<file path="config.mk">
export PLATFORM = sky130hd
export DESIGN_NAME = pred_value_distributor
export DESIGN_NICKNAME = d
export VERILOG_FILES = /design/src/rtl/pvd_pkg.sv /design/src/rtl/pvd_slot_mux.sv /design/src/rtl/pvd_value_gen.sv /design/src/rtl/pvd_slot_reg.sv /design/src/rtl/pred_value_distributor.sv
export SDC_FILE = /design/constraint.sdc
export NUM_CORES = 2
export LEC_CHECK = 0
export BUFFER_PORTS_ARGS = -buffer_cell sky130_fd_sc_hd__buf_2
export CAP_MARGIN = 20
export CORE_MARGIN = 2
export CORE_UTILIZATION = 35
export CTS_BUF_LIST = sky130_fd_sc_hd__clkbuf_16
export CTS_CLUSTER_DIAMETER = 120
export DETAILED_ROUTE_END_ITERATION = 10
export PLACE_DENSITY = 0.64
export SLEW_MARGIN = 25
export SYNTH_ARGS = -nofsm -noshare
export SYNTH_HDL_FRONTEND = slang
export SYNTH_SLANG_ARGS = --single-unit
</file>
<file path="constraint.sdc">
create_clock -name clk_i -period 1.1 [get_ports clk_i]
set_input_delay 0.055 -clock clk_i [delete_from_list [all_inputs] [get_ports clk_i]]
set_output_delay 0.055 -clock clk_i [all_outputs]
set_load 0.02 [all_outputs]
</file>
<file path="src/rtl/pvd_pkg.sv">
package pvd_pkg;
  typedef enum logic {
    TBL_LAST   = 1'b0,
    TBL_STRIDE = 1'b1
  } tbl_sel_e;
endpackage

</file>
<file path="src/rtl/pvd_slot_mux.sv">
module pvd_slot_mux #(
  parameter int N_BANKS = 4,
  parameter int VAL_W   = 32,
  localparam int BANK_W = $clog2(N_BANKS)
) (
  input  logic [BANK_W-1:0]        bank_idx_i,
  input  logic [N_BANKS-1:0]       bank_valid_i,
  input  logic [N_BANKS*VAL_W-1:0] bank_last_i,
  input  logic [N_BANKS*VAL_W-1:0] bank_stride_i,
  output logic                     hit_valid_o,
  output logic [VAL_W-1:0]         hit_last_o,
  output logic [VAL_W-1:0]         hit_stride_o
);
  always_comb begin
    hit_valid_o  = 1'b0;
    hit_last_o   = '0;
    hit_stride_o = '0;
    for (int b = 0; b < N_BANKS; b++) begin
      if (bank_idx_i == BANK_W'(b)) begin
        hit_valid_o  = bank_valid_i[b];
        hit_last_o   = bank_last_i[b*VAL_W +: VAL_W];
        hit_stride_o = bank_stride_i[b*VAL_W +: VAL_W];
      end
    end
  end
endmodule

</file>
<file path="src/rtl/pvd_value_gen.sv">
module pvd_value_gen
  import pvd_pkg::*;
#(
  parameter int VAL_W = 32,
  parameter int ORD_W = 3
) (
  input  tbl_sel_e         sel_i,
  input  logic [ORD_W-1:0] ord_i,
  input  logic [VAL_W-1:0] last_i,
  input  logic [VAL_W-1:0] stride_i,
  output logic [VAL_W-1:0] value_o
);
  logic [VAL_W-1:0] step_mul;
  logic [VAL_W-1:0] offset;

  // ordinal k -> (k+1) strides past the last value; wraps at VAL_W
  assign step_mul = VAL_W'(ord_i) + VAL_W'(1);
  assign offset   = step_mul * stride_i;

  always_comb begin
    if (sel_i == TBL_STRIDE) value_o = last_i + offset;
    else                     value_o = last_i;
  end
endmodule

</file>
<file path="src/rtl/pvd_slot_reg.sv">
module pvd_slot_reg #(
  parameter int VAL_W = 32
) (
  input  logic             clk_i,
  input  logic             rst_ni,
  input  logic             valid_d_i,
  input  logic [VAL_W-1:0] value_d_i,
  output logic             valid_q_o,
  output logic [VAL_W-1:0] value_q_o
);
  always_ff @(posedge clk_i or negedge rst_ni) begin
    if (!rst_ni) begin
      valid_q_o <= 1'b0;
      value_q_o <= '0;
    end else begin
      valid_q_o <= valid_d_i;
      value_q_o <= valid_d_i ? value_d_i : '0;
    end
  end
endmodule

</file>
<file path="src/rtl/pred_value_distributor.sv">
module pred_value_distributor
  import pvd_pkg::*;
#(
  parameter int N_SLOTS = 8,
  parameter int N_BANKS = 4,
  parameter int VAL_W   = 32,
  localparam int BANK_W = $clog2(N_BANKS),
  localparam int ORD_W  = $clog2(N_SLOTS)
) (
  input  logic                       clk_i,
  input  logic                       rst_ni,
  input  logic [N_SLOTS*BANK_W-1:0]  slot_bank_i,
  input  logic [N_SLOTS-1:0]         slot_grant_i,
  input  logic [N_SLOTS*ORD_W-1:0]   slot_ord_i,
  input  logic [N_SLOTS-1:0]         slot_sel_i,
  input  logic [N_BANKS-1:0]         bank_valid_i,
  input  logic [N_BANKS*VAL_W-1:0]   bank_last_i,
  input  logic [N_BANKS*VAL_W-1:0]   bank_stride_i,
  output logic [N_SLOTS*VAL_W-1:0]   pred_value_o,
  output logic [N_SLOTS-1:0]         pred_valid_o
);
  logic armed_q;

  always_ff @(posedge clk_i or negedge rst_ni) begin
    if (!rst_ni) armed_q <= 1'b0;
    else         armed_q <= 1'b1;
  end

  for (genvar s = 0; s < N_SLOTS; s++) begin : g_slot
    logic             hit_valid;
    logic [VAL_W-1:0] hit_last;
    logic [VAL_W-1:0] hit_stride;
    logic [VAL_W-1:0] gen_value;
    logic             slot_ok;
    tbl_sel_e         sel;

    assign sel = tbl_sel_e'(slot_sel_i[s]);

    pvd_slot_mux #(.N_BANKS(N_BANKS), .VAL_W(VAL_W)) u_mux (
      .bank_idx_i   (slot_bank_i[s*BANK_W +: BANK_W]),
      .bank_valid_i (bank_valid_i),
      .bank_last_i  (bank_last_i),
      .bank_stride_i(bank_stride_i),
      .hit_valid_o  (hit_valid),
      .hit_last_o   (hit_last),
      .hit_stride_o (hit_stride)
    );

    pvd_value_gen #(.VAL_W(VAL_W), .ORD_W(ORD_W)) u_gen (
      .sel_i   (sel),
      .ord_i   (slot_ord_i[s*ORD_W +: ORD_W]),
      .last_i  (hit_last),
      .stride_i(hit_stride),
      .value_o (gen_value)
    );

    assign slot_ok = slot_grant_i[s] & hit_valid;

    pvd_slot_reg #(.VAL_W(VAL_W)) u_reg (
      .clk_i    (clk_i),
      .rst_ni   (rst_ni),
      .valid_d_i(slot_ok),
      .value_d_i(gen_value),
      .valid_q_o(pred_valid_o[s]),
      .value_q_o(pred_value_o[s*VAL_W +: VAL_W])
    );

    a_r3_denied_invalid: assert property (@(posedge clk_i) disable iff (!rst_ni)
      (armed_q && $past(!slot_grant_i[s])) |->
        (!pred_valid_o[s] && pred_value_o[s*VAL_W +: VAL_W] == '0));

    a_r6_bank_invalid: assert property (@(posedge clk_i) disable iff (!rst_ni)
      (armed_q && $past(!bank_valid_i[slot_bank_i[s*BANK_W +: BANK_W]])) |->
        !pred_valid_o[s]);

    a_r4_last_copy: assert property (@(posedge clk_i) disable iff (!rst_ni)
      (armed_q && $past(slot_grant_i[s] && !slot_sel_i[s]
                        && bank_valid_i[slot_bank_i[s*BANK_W +: BANK_W]])) |->
        (pred_valid_o[s] && pred_value_o[s*VAL_W +: VAL_W] ==
          $past(bank_last_i[slot_bank_i[s*BANK_W +: BANK_W]*VAL_W +: VAL_W])));

    a_r5_leader_stride: assert property (@(posedge clk_i) disable iff (!rst_ni)
      (armed_q && $past(slot_grant_i[s] && slot_sel_i[s]
                        && slot_ord_i[s*ORD_W +: ORD_W] == '0
                        && bank_valid_i[slot_bank_i[s*BANK_W +: BANK_W]])) |->
        (pred_value_o[s*VAL_W +: VAL_W] ==
          $past(bank_last_i[slot_bank_i[s*BANK_W +: BANK_W]*VAL_W +: VAL_W]
              + bank_stride_i[slot_bank_i[s*BANK_W +: BANK_W]*VAL_W +: VAL_W])));
  end
endmodule

</file>
==> run metrics <==
status complete, but fails checks; failing checks setup timing; Least-Margin Pin Slew 0.5787 ns; register area 6606 um2; synthesized area 59,190 um2; top cells by area, synth fa_1, mux4_2, dfrtp_1; Vias 59.42k; Seq/Total Area, Yosys 11.16%; Nets 9,616; Peak supply drop 1.556 mV; vias per cell 5.588; P_leak 0.04275 uW; Die W 415.2 um; I/O Buffers 581; Switch Pwr 91,590 uW; Inserted Clock Buffers 34; share of flip-flops with an asynchronous set or reset 100.0%; CP endpoint g_slot[2].u_reg.value_q_o[26]$_DFF_PN0_; Logic pwr share 87.3%; crit-path max FO 7; Fin. Hold Viols 0; Post-synth EDFFs 0; multi-input logic area 52,350 um2; antenna-violating nets left 0; Pint 101,200 uW; cell row count 150; largest net degree at the start of global routing 33; Sink Count 264; Top FF cell, synth dfrtp_1; layout cells sized above 1 48.02%; CP delay by family, top adder cells; Startpoint Class input port; Power Density 2210 nW/um2; slowest stage delay, CP 0.55 ns; clock power share 6.1%; CTS H-tree lvls 2; Area after DPL 79,680 um2; Slew Viols, Final 0; vias in the first global route 60.53k; Setup violations, final 730; worst slack, placed -4.733 ns; worst hold path class in -> reg; sequential power share 6.7%; Critical-path top delay cell mux4_2; Synth Instances 6,119; Layout Cell Area excl Fill 87,230 um2; initial DRC count 5,870; crit path capture type flip-flop; Setup crit start bank_stride_i[72]; hold wc startpoint slot_sel_i[2]; area fraction of the dominant cell type after synthesis 23.27%; Root Buffer clkbuf_16; crit-path cells buf_2, buf_6, mux4_2, and2_4, fa_1, fa_1, inv_2, fa_1, inv_2, ha_4, buf_6, and3_4, and4_1, nand3_2, and3_4, nor3_4, a311o_1, a21oi_2, xnor2_1, mux2i_1, buf_4, nor2_4; FF+latch count, synth 264; initial core utilization 35.32%; most used cell, CP fa_1; Final WS setup -3.512 ns; fillers 15.16k; CP Class in -> reg; initial antenna violation count 117; worst slew margin relative to its limit 61.29%; unrepaired setup endpoints after global routing yes; synth unique cells 89; final core occ 52.05%; max-cap viol count 0; cell taking the most area after synthesis fa_1; wire per inst 29.35 um; DR pass1 iterations 7; DRC viols 0; Final Critical Period 4.612 ns; Mapped Nets 7,413; DIE AREA 172,400 um2; CP arrival 5.14 ns; post-route clock period utilization 419.3%; CP bufs+invs 6; switching portion of total power 47.52%; Crit path depth 22; Synth Area per Inst 9.673 um2; Final Routed Wirelength 312.1 mm; first-pass GRT wire length 435.7 mm; Clock Path Buffers 3; most numerous cell in the Yosys netlist inv_1; TritonCTS clock tree done; commonest cells in the netlist inv_1, and2_1, fa_1; Die H 415.2 um; grt ovf 0; Layout area overhead 47.37%; worst path required time 1.63 ns; Worst-path clk slew 0.06 ns; core footprint 167,600 um2; post-DP HPWL 259.5 mm; yosys warns 0; GPL Wtd Cong 1.095; GRT Overall Usage 35.55%; I/O pins 582; FMAX 216.8 MHz
-- power by group through the flow --
stage          Combinational, uW  Sequential [uW]  Clock (uW)
6_report                  168000            12900       11700
2_1_floorplan              81700            15600           0
4_1_cts                   153000            12900       11900
5_1_grt                   181000            13000       12300
3_5_place_dp              143000            13000           0
3_3_place_gp              142000            13100           0
-- worst min path at each step --
stage / depth (start not counted) / to
after CTS: 4 / g_slot[2].u_reg.value_q_o[3]$_DFF_PN0_
after global placement: 1 / g_slot[2].u_reg.value_q_o[25]$_DFF_PN0_
after global routing: 4 / g_slot[2].u_reg.value_q_o[12]$_DFF_PN0_
final: 4 / g_slot[2].u_reg.value_q_o[3]$_DFF_PN0_
after floorplan: 0 / g_slot[0].u_reg.valid_q_o$_DFF_PN0_
after detailed placement: 1 / g_slot[2].u_reg.value_q_o[4]$_DFF_PN0_
-- cell type report --
type                       instances  area share (%)
inverter                        1207           5.194
tap                             2204           3.161
clock inverter                    27          0.2955
clock buffer                      34          0.9754
timing repair buffer            2459           22.56
multi-input combinational       4356           60.01
antenna                           81          0.2324
sequential                       264           7.574
-- cell usage in the layout (no fill, tap or decap), types with 53 or more instances in the layout --
master   instances
inv_2           66
ha_1           164
fa_1           645
mux4_2         519
buf_6          159
a21oi_2        124
diode_2         81
xnor2_1        163
buf_2          509
mux2i_1        126
and2_1         501
nor2b_1        185
dfrtp_1        264
nand2_1        247
buf_12         114
xor2_1          53
a21oi_1         94
and2_4         222
nor2_1         256
ha_4           117
a21o_1         115
inv_1         1145
buf_4         1627
-- stage by stage --
step           hold WS, ns  power [uW]  std cells  setup TNS (ns)
4_1_cts           0.003624      177500      10490         -742.74
3_3_place_gp       -0.1155      154700      10310         -889.44
3_5_place_dp       -0.1131      156000      10310         -895.20
5_1_grt            0.01302      205900      10600         -791.04
6_report           0.04263      192800      10630         -731.77
2_1_floorplan      -0.2406       97310       6119         -709.46
-- cells by family (layout without fill, tap and decap cells) --
family,count (synthesis),in the layout,synth area share (%)
fa+ha+maj,976,976,29.36
buf+inv,1499,3727,9.625
flops,264,264,11.16
other cells,0,81,0
compound gates,769,769,8.568
mux,654,654,22.04
simple gates,1701,1701,15.46
xor+xnor,256,256,3.788
-- what timing repair did --
item | 4_1_cts | 5_1_grt
buffers inserted | 102 | 112
pin swaps | 283 | 456
resized for setup | 501 | 589
setup endpoints to repair | 527 | 757
cloned | 12 | 0
hold buffers | 16 | 0
endpoints found under the hold margin | 402 | 0
-- state kept, by name, summed over array words and instances (netlist names) --
name / flops
g_slot.u_reg.value_q_o: 256
g_slot.u_reg.valid_q_o: 8
-- per-layer routing --
layer	up-vias	global-route usage, %	wire, um
li1	24730	-	-
met1	30020	40.32	107600
met2	3416	53.56	136000
met3	1186	11.35	32970
met4	60	31.97	35040
met5	-	0.2501	520
(Power assumes the default switching activity.)
